<file path="config.mk">
export PLATFORM = sky130hd
export DESIGN_NAME = banked_sram
export DESIGN_NICKNAME = d
export VERILOG_FILES = /design/src/rtl/sram_bank_pkg.sv /design/src/rtl/sram_addr_split.sv /design/src/rtl/sram_bank_select.sv /design/src/rtl/sram_wordline_gate.sv /design/src/rtl/sram_bank_array.sv /design/src/rtl/banked_sram.sv
export SDC_FILE = /design/constraint.sdc
export NUM_CORES = 2
export LEC_CHECK = 0
export BUFFER_PORTS_ARGS = -buffer_cell sky130_fd_sc_hd__buf_2
export CAP_MARGIN = 20
export CORE_AREA = 2 2 422 424
export DETAILED_ROUTE_END_ITERATION = 10
export DIE_AREA = 0 0 424 426
export HOLD_SLACK_MARGIN = 0.05
export PLACE_DENSITY = 0.75
export SYNTH_ARGS = -nofsm -noshare
export SYNTH_HDL_FRONTEND = slang
export SYNTH_SLANG_ARGS = --single-unit
</file>
<file path="constraint.sdc">
create_clock -name clk -period 4.3 [get_ports clk]
set_clock_uncertainty 0.05 [all_clocks]
set_input_delay 0.86 -clock clk [delete_from_list [all_inputs] [get_ports clk]]
set_output_delay 0.86 -clock clk [all_outputs]
set_load 0.1 [all_outputs]
</file>
<file path="src/rtl/sram_bank_pkg.sv">
package sram_bank_pkg;

    typedef enum logic [1:0] {
        ACC_IDLE  = 2'd0,
        ACC_READ  = 2'd1,
        ACC_WRITE = 2'd2
    } acc_kind_e;

    function automatic acc_kind_e classify(input logic rst, input logic req, input logic we);
        if (rst || !req) return ACC_IDLE;
        return we ? ACC_WRITE : ACC_READ;
    endfunction

    function automatic int field_w(input int n);
        return (n > 1) ? $clog2(n) : 1;
    endfunction

endpackage

</file>
<file path="src/rtl/sram_addr_split.sv">
module sram_addr_split
    import sram_bank_pkg::*;
#(
    parameter int NUM_BANKS = 4,
    parameter int ROWS      = 8,
    parameter int GROUPS    = 4,
    parameter int WPG       = 2,
    localparam int BANK_W   = field_w(NUM_BANKS),
    localparam int ROW_W    = field_w(ROWS),
    localparam int GRP_W    = field_w(GROUPS),
    localparam int WORD_W   = field_w(WPG),
    localparam int ADDR_W   = BANK_W + ROW_W + GRP_W + WORD_W
) (
    input  logic [ADDR_W-1:0] addr,
    output logic [BANK_W-1:0] bank_idx,
    output logic [ROW_W-1:0]  row_idx,
    output logic [GRP_W-1:0]  grp_idx,
    output logic [WORD_W-1:0] word_idx
);
    always_comb begin
        {bank_idx, row_idx, grp_idx, word_idx} = addr;
    end
endmodule

</file>
<file path="src/rtl/sram_bank_select.sv">
module sram_bank_select
    import sram_bank_pkg::*;
#(
    parameter int NUM_BANKS = 4,
    localparam int BANK_W   = field_w(NUM_BANKS)
) (
    input  acc_kind_e         kind,
    input  logic [BANK_W-1:0] bank_idx,
    output logic [NUM_BANKS-1:0] bank_en
);
    for (genvar k = 0; k < NUM_BANKS; k++) begin : g_bank
        assign bank_en[k] = (kind != ACC_IDLE) && (bank_idx == BANK_W'(k));
    end
endmodule

</file>
<file path="src/rtl/sram_wordline_gate.sv">
module sram_wordline_gate
    import sram_bank_pkg::*;
#(
    parameter int ROWS    = 8,
    parameter int GROUPS  = 4,
    localparam int ROW_W  = field_w(ROWS),
    localparam int GRP_W  = field_w(GROUPS),
    localparam int LINES  = ROWS * GROUPS
) (
    input  logic             clk,
    input  logic             rst,
    input  logic             bank_on,
    input  logic [ROW_W-1:0] row_idx,
    input  logic [GRP_W-1:0] grp_idx,
    output logic [LINES-1:0] local_wl,
    output logic [GROUPS-1:0] grp_act
);
    logic [ROWS-1:0]   row_line;
    logic [GROUPS-1:0] grp_dec;

    for (genvar r = 0; r < ROWS; r++) begin : g_row
        assign row_line[r] = bank_on && (row_idx == ROW_W'(r));
    end

    for (genvar g = 0; g < GROUPS; g++) begin : g_grp
        assign grp_dec[g] = (grp_idx == GRP_W'(g));
    end

    // local group driver gated by the global row line
    for (genvar r = 0; r < ROWS; r++) begin : g_lr
        for (genvar g = 0; g < GROUPS; g++) begin : g_lg
            assign local_wl[r*GROUPS+g] = row_line[r] && grp_dec[g];
        end
    end

    always_comb begin
        grp_act = '0;
        for (int r = 0; r < ROWS; r++) begin
            grp_act = grp_act | local_wl[r*GROUPS +: GROUPS];
        end
    end

    // at most one local wordline segment is driven in a bank
    p_single_segment_r3: assert property (@(posedge clk) disable iff (rst)
        $countones(local_wl) <= 1);

    // an idle bank drives no segment
    p_idle_bank_quiet_r2: assert property (@(posedge clk) disable iff (rst)
        !bank_on |-> (local_wl == '0));
endmodule

</file>
<file path="src/rtl/sram_bank_array.sv">
module sram_bank_array
    import sram_bank_pkg::*;
#(
    parameter int ROWS    = 8,
    parameter int GROUPS  = 4,
    parameter int WPG     = 2,
    parameter int DATA_W  = 8,
    localparam int WORD_W = field_w(WPG),
    localparam int LINES  = ROWS * GROUPS,
    localparam int DEPTH  = LINES * WPG
) (
    input  logic              clk,
    input  logic              rst,
    input  logic              bank_on,
    input  logic              we,
    input  logic [LINES-1:0]  local_wl,
    input  logic [WORD_W-1:0] word_idx,
    input  logic [DATA_W-1:0] wdata,
    output logic [DATA_W-1:0] rd_word
);
    logic [DATA_W-1:0] mem [DEPTH];

    always_ff @(posedge clk) begin
        if (bank_on && we) begin
            for (int i = 0; i < LINES; i++) begin
                if (local_wl[i]) mem[i*WPG + int'(word_idx)] <= wdata;
            end
        end
    end

    always_comb begin
        rd_word = '0;
        if (bank_on && !we) begin
            for (int i = 0; i < LINES; i++) begin
                if (local_wl[i]) rd_word = mem[i*WPG + int'(word_idx)];
            end
        end
    end

    // a write in a selected bank always lands on exactly one segment
    p_write_segment_r6: assert property (@(posedge clk) disable iff (rst)
        (bank_on && we) |-> ($countones(local_wl) == 1));
endmodule

</file>
<file path="src/rtl/banked_sram.sv">
module banked_sram
    import sram_bank_pkg::*;
#(
    parameter int NUM_BANKS = 4,
    parameter int ROWS      = 8,
    parameter int GROUPS    = 4,
    parameter int WPG       = 2,
    parameter int DATA_W    = 8,
    localparam int BANK_W   = field_w(NUM_BANKS),
    localparam int ROW_W    = field_w(ROWS),
    localparam int GRP_W    = field_w(GROUPS),
    localparam int WORD_W   = field_w(WPG),
    localparam int ADDR_W   = BANK_W + ROW_W + GRP_W + WORD_W,
    localparam int LINES    = ROWS * GROUPS
) (
    input  logic                 clk,
    input  logic                 rst,
    input  logic                 req,
    input  logic                 we,
    input  logic [ADDR_W-1:0]    addr,
    input  logic [DATA_W-1:0]    wdata,
    output logic [DATA_W-1:0]    rdata,
    output logic [NUM_BANKS-1:0] bank_en,
    output logic [GROUPS-1:0]    grp_en
);
    acc_kind_e         kind;
    logic [BANK_W-1:0] bank_idx;
    logic [ROW_W-1:0]  row_idx;
    logic [GRP_W-1:0]  grp_idx;
    logic [WORD_W-1:0] word_idx;

    logic [GROUPS-1:0] grp_act [NUM_BANKS];
    logic [DATA_W-1:0] rd_word [NUM_BANKS];
    logic [DATA_W-1:0] rd_merge;

    assign kind = classify(rst, req, we);

    sram_addr_split #(
        .NUM_BANKS(NUM_BANKS), .ROWS(ROWS), .GROUPS(GROUPS), .WPG(WPG)
    ) u_split (
        .addr(addr), .bank_idx(bank_idx), .row_idx(row_idx),
        .grp_idx(grp_idx), .word_idx(word_idx)
    );

    sram_bank_select #(.NUM_BANKS(NUM_BANKS)) u_bsel (
        .kind(kind), .bank_idx(bank_idx), .bank_en(bank_en)
    );

    for (genvar k = 0; k < NUM_BANKS; k++) begin : g_bank
        logic [LINES-1:0] local_wl;

        sram_wordline_gate #(.ROWS(ROWS), .GROUPS(GROUPS)) u_gate (
            .clk(clk), .rst(rst), .bank_on(bank_en[k]),
            .row_idx(row_idx), .grp_idx(grp_idx),
            .local_wl(local_wl), .grp_act(grp_act[k])
        );

        sram_bank_array #(
            .ROWS(ROWS), .GROUPS(GROUPS), .WPG(WPG), .DATA_W(DATA_W)
        ) u_arr (
            .clk(clk), .rst(rst), .bank_on(bank_en[k]), .we(we),
            .local_wl(local_wl), .word_idx(word_idx),
            .wdata(wdata), .rd_word(rd_word[k])
        );
    end

    always_comb begin
        grp_en   = '0;
        rd_merge = '0;
        for (int k = 0; k < NUM_BANKS; k++) begin
            grp_en   = grp_en | grp_act[k];
            rd_merge = rd_merge | rd_word[k];
        end
    end

    always_ff @(posedge clk) begin
        if (rst)                    rdata <= '0;
        else if (kind == ACC_READ)  rdata <= rd_merge;
    end

    // one bank, matching the top address field
    p_bank_onehot_r2: assert property (@(posedge clk) disable iff (rst)
        req |-> ($countones(bank_en) == 1 && bank_en[addr[ADDR_W-1 -: BANK_W]]));

    // one group, matching the group field
    p_group_onehot_r3: assert property (@(posedge clk) disable iff (rst)
        req |-> ($countones(grp_en) == 1 && grp_en[addr[WORD_W +: GRP_W]]));

    // no activity without a request
    p_idle_quiet_r4: assert property (@(posedge clk) disable iff (rst)
        !req |-> (bank_en == '0 && grp_en == '0));

    // read data holds when no read is requested
    p_rdata_hold_r8: assert property (@(posedge clk) disable iff (rst)
        !(req && !we) |=> $stable(rdata));
endmodule

</file>
==> key figures <==
Route
  • Drt total wl: 293000 um
  • Routed via count: 57680
  • DRC viols: 0
  • WL/cell: 33.1 um
  • Violation count after the first detailed-route iteration: 10106
  • Post-DRT Antenna Nets: 0
  • Vias per inst: 6.51
  • Pre-antenna DRT Iters: 6

Yosys
  • Number of synthesized flops with an enable pin: 2048
  • Synth Instances: 5515
  • Yosys top cell by area: edfxtp_1
  • Top cells by area in the synthesized netlist: edfxtp_1 (72%), mux2i_1 (8.2%), mux2_2 (2.9%)
  • Top cell type's share of synthesized area: 0.718
  • Yosys Warn Count: 0
  • Mux cell area share after synthesis: 0.121
  • Mapped cell area: 85600 um2
  • Synth Area in Compound Gates: 0.0875
  • Adder-Cell Fraction of Synth Area: 0
  • Post-synthesis register bit count: 2056
  • Syn avg cell area: 15.5 um2
  • Largest family of logic cells by synthesized area: multiplexers
  • Post-Synth Simple-Gate Area: 0.0533
  • Asr flop ratio synth: 0
  • Sequential area share after synthesis: 0.720
  • Post-synth cell types: 90
  • Syn_nets: 5535
  • Ys flop type: edfxtp_1
  • XOR/XNOR Fraction of Synth Area: 0.000205

Die
  • Std-Cell Rows: 154
  • Die area: 181000 um2
  • Die height: 426 um
  • Initial Util: 0.487
  • IO Pins: 36
  • Die width: ~420 um
  • Core area: 176000 um2

Finish
  • Commonest non-fill, non-tap cell in the layout: edfxtp_1
  • Area grow syn2layout: 19.1%
  • Layout cells sized above 1: 0.237
  • Post-layout util: 0.580
  • Fin nets: about 6400
  • Commonest non-fill, non-tap cells in the layout: edfxtp_1 (2048), buf_4 (838), mux2i_1 (704), nor2_1 (427), a21oi_1 (293)

STA
  • Tightest Pin Transition: 1090 ps
  • Tmin final: 4110 ps
  • Rel. slew slack: 0.265
  • Number of setup violations in the final report: 0
  • Final hold viol count: 0
  • Hold WS: 520 ps
  • Post-route setup TNS: 0 ps
  • Slew Limit Fails: 0
  • RSZ-0062 raised after global routing: no
  • Post-layout worst setup margin: 193 ps
  • Tcrit/Tclk final: 0.955
  • Max Clk Rate: 243 MHz

Clocking
  • Num CTS Buffers: about 200
  • Setup Fix Bufs, Post-CTS: 0
  • Clock sink count: 2056
  • Post_cts resized: 1
  • Worst-case clock buffer depth: 3
  • Skew-Pair Late Insertion Delay: between 800 and 900 ps
  • H-tree Lvls: 4
  • Root buffer cell: clkbuf_16
  • Clock Pin Slew Worst Setup and Hold Paths: 60 ps
  • CTS tree: yes
  • Post-CTS Hold Buffers: 0

Setup path
  • Worst flop-to-flop path endpoint: rdata[6]$_SDFFE_PP0N_
  • Crit path required time: 4990 ps
  • Reg2reg setup slack: between 400 and 500 ps
  • Critical-path maximum fanout: about 40
  • Setup CP Type: in2reg
  • Startpoint types: input port
  • Crit end category: register
  • Worst R2R Start: g_bank[0].u_arr.mem[37][6]$_DFFE_PP_
  • Worst Reg-to-Reg Cells: 12
  • Critical Path AT: 4800 ps

GRT
  • Total grt overflow: 0
  • All-Layer GR Usage: 0.319
  • Vias in the first global route: 55261
  • Initial antenna violation count: 11
  • Largest net degree at the start of global routing: 109
  • First-pass GRT wire length: just over 400000 um

Hold path
  • Min-delay src: wdata[5]
  • Hold worst-path end: g_bank[0].u_arr.mem[58][5]$_DFFE_PP_
  • Hold Path Class: in2reg
  • Worst hold stages: 1

Power
  • Tot Pwr: 42400 uW
  • P_leak: approximately 0.035 uW
  • Power Dens Cells: 416 nW/um2
  • Maximum vdd drop: approximately 0.42 mV

Job
  • Max cap viols: 0

Run status
  • Status: finished clean

Place
  • Dpl ws: -1190 ps
  • Gpl congestion: slightly above 1
  • Port Buffer Count: 35
  • HPWL Detailed: 204000 um
-- cells by family (layout without fill, tap and decap cells) --
logic type,Yosys count,after routing
other,0,8
buffers and inverters,331,1328
and+or+nand+nor,1002,1002
AOI/OAI and AO/OA,1166,1166
muxes,958,958
DFF,2056,2056
xor gates and xnor gates,2,2
-- per-layer routing --
layer,global-route usage,part of all wire,vias to the layer above
met5,0,0.00082,-
met4,0.153,0.057,8
met3,0.0766,0.12,870
met2,0.489,0.45,4441
met1,0.429,0.37,28740
li1,-,-,23621
-- stage by stage --
step	instance area, um2	cells
after detailed placement	95100	8474
after global routing	102000	8855
after floorplan	85600	5515
after CTS	102000	8851
after global placement	95100	8474
final	102000	8860
-- state kept, by name, summed over array words and instances (netlist names) --
register	count
g_bank.u_arr.mem	2048
rdata	8
-- synthesized netlist by cell type, types with 19 or more instances --
master        n
buf_1        29
mux4_2       37
nand2_1     233
a31oi_1      49
clkbuf_1    135
nand4_1      19
a221oi_1     33
a21oi_1     293
o22ai_1      87
mux2_2      217
nor2b_1      41
nor2_1      431
a211oi_1     78
a22oi_1      29
nand3_1      99
nor3_1       66
o211ai_1     57
o21ai_0     286
o2111ai_1    20
a2111oi_0    23
o221ai_1     40
edfxtp_1   2048
buf_4        51
mux2i_1     704
buf_2       102
-- critical path: stages --
cell	delay, ps
buf_12	330
buf_12	230
mux2i_1	730
nor4_1	310
a211oi_1	270
buf_4	180
nand3_1	70
nor3_1	320
buf_4	160
a311oi_1	30
buf_4	170
nor4_1	660
o22a_1	340
nand4_1	90
-- worst max-delay path by stage --
stage	from	end	slack (ps)	depth (start not counted)
after floorplan	addr[1]	g_bank[2].u_arr.mem[29][0]$_DFFE_PP_	270	11
after CTS	addr[7]	rdata[5]$_SDFFE_PP0N_	200	12
after global routing	addr[0]	rdata[6]$_SDFFE_PP0N_	160	14
final	addr[0]	rdata[6]$_SDFFE_PP0N_	190	14
after global placement	addr[7]	rdata[5]$_SDFFE_PP0N_	-1080	12
after detailed placement	addr[7]	rdata[5]$_SDFFE_PP0N_	-1190	12
-- layout make-up --
| type | instances | area [um2] |
|---|---|---|
| clock inverter | 139 | 1640 |
| inverter | 13 | 48.8 |
| timing repair buffer | 938 | 7980 |
| tap | 2340 | 2930 |
| antenna | 8 | 20.0 |
| sequential | 2056 | 61700 |
| clock buffer | 238 | 5210 |
| multi-input combinational | 3128 | 22500 |
| fill | 13390 | 73800 |
-- where the power goes --
part           leakage (uW)  switching [uW]  internal, uW
clock network       0.00331            7900         10200
logic                0.0133            1550           697
registers            0.0185            12.2         22000
Note: power is estimated with default switching activity, not from simulation.
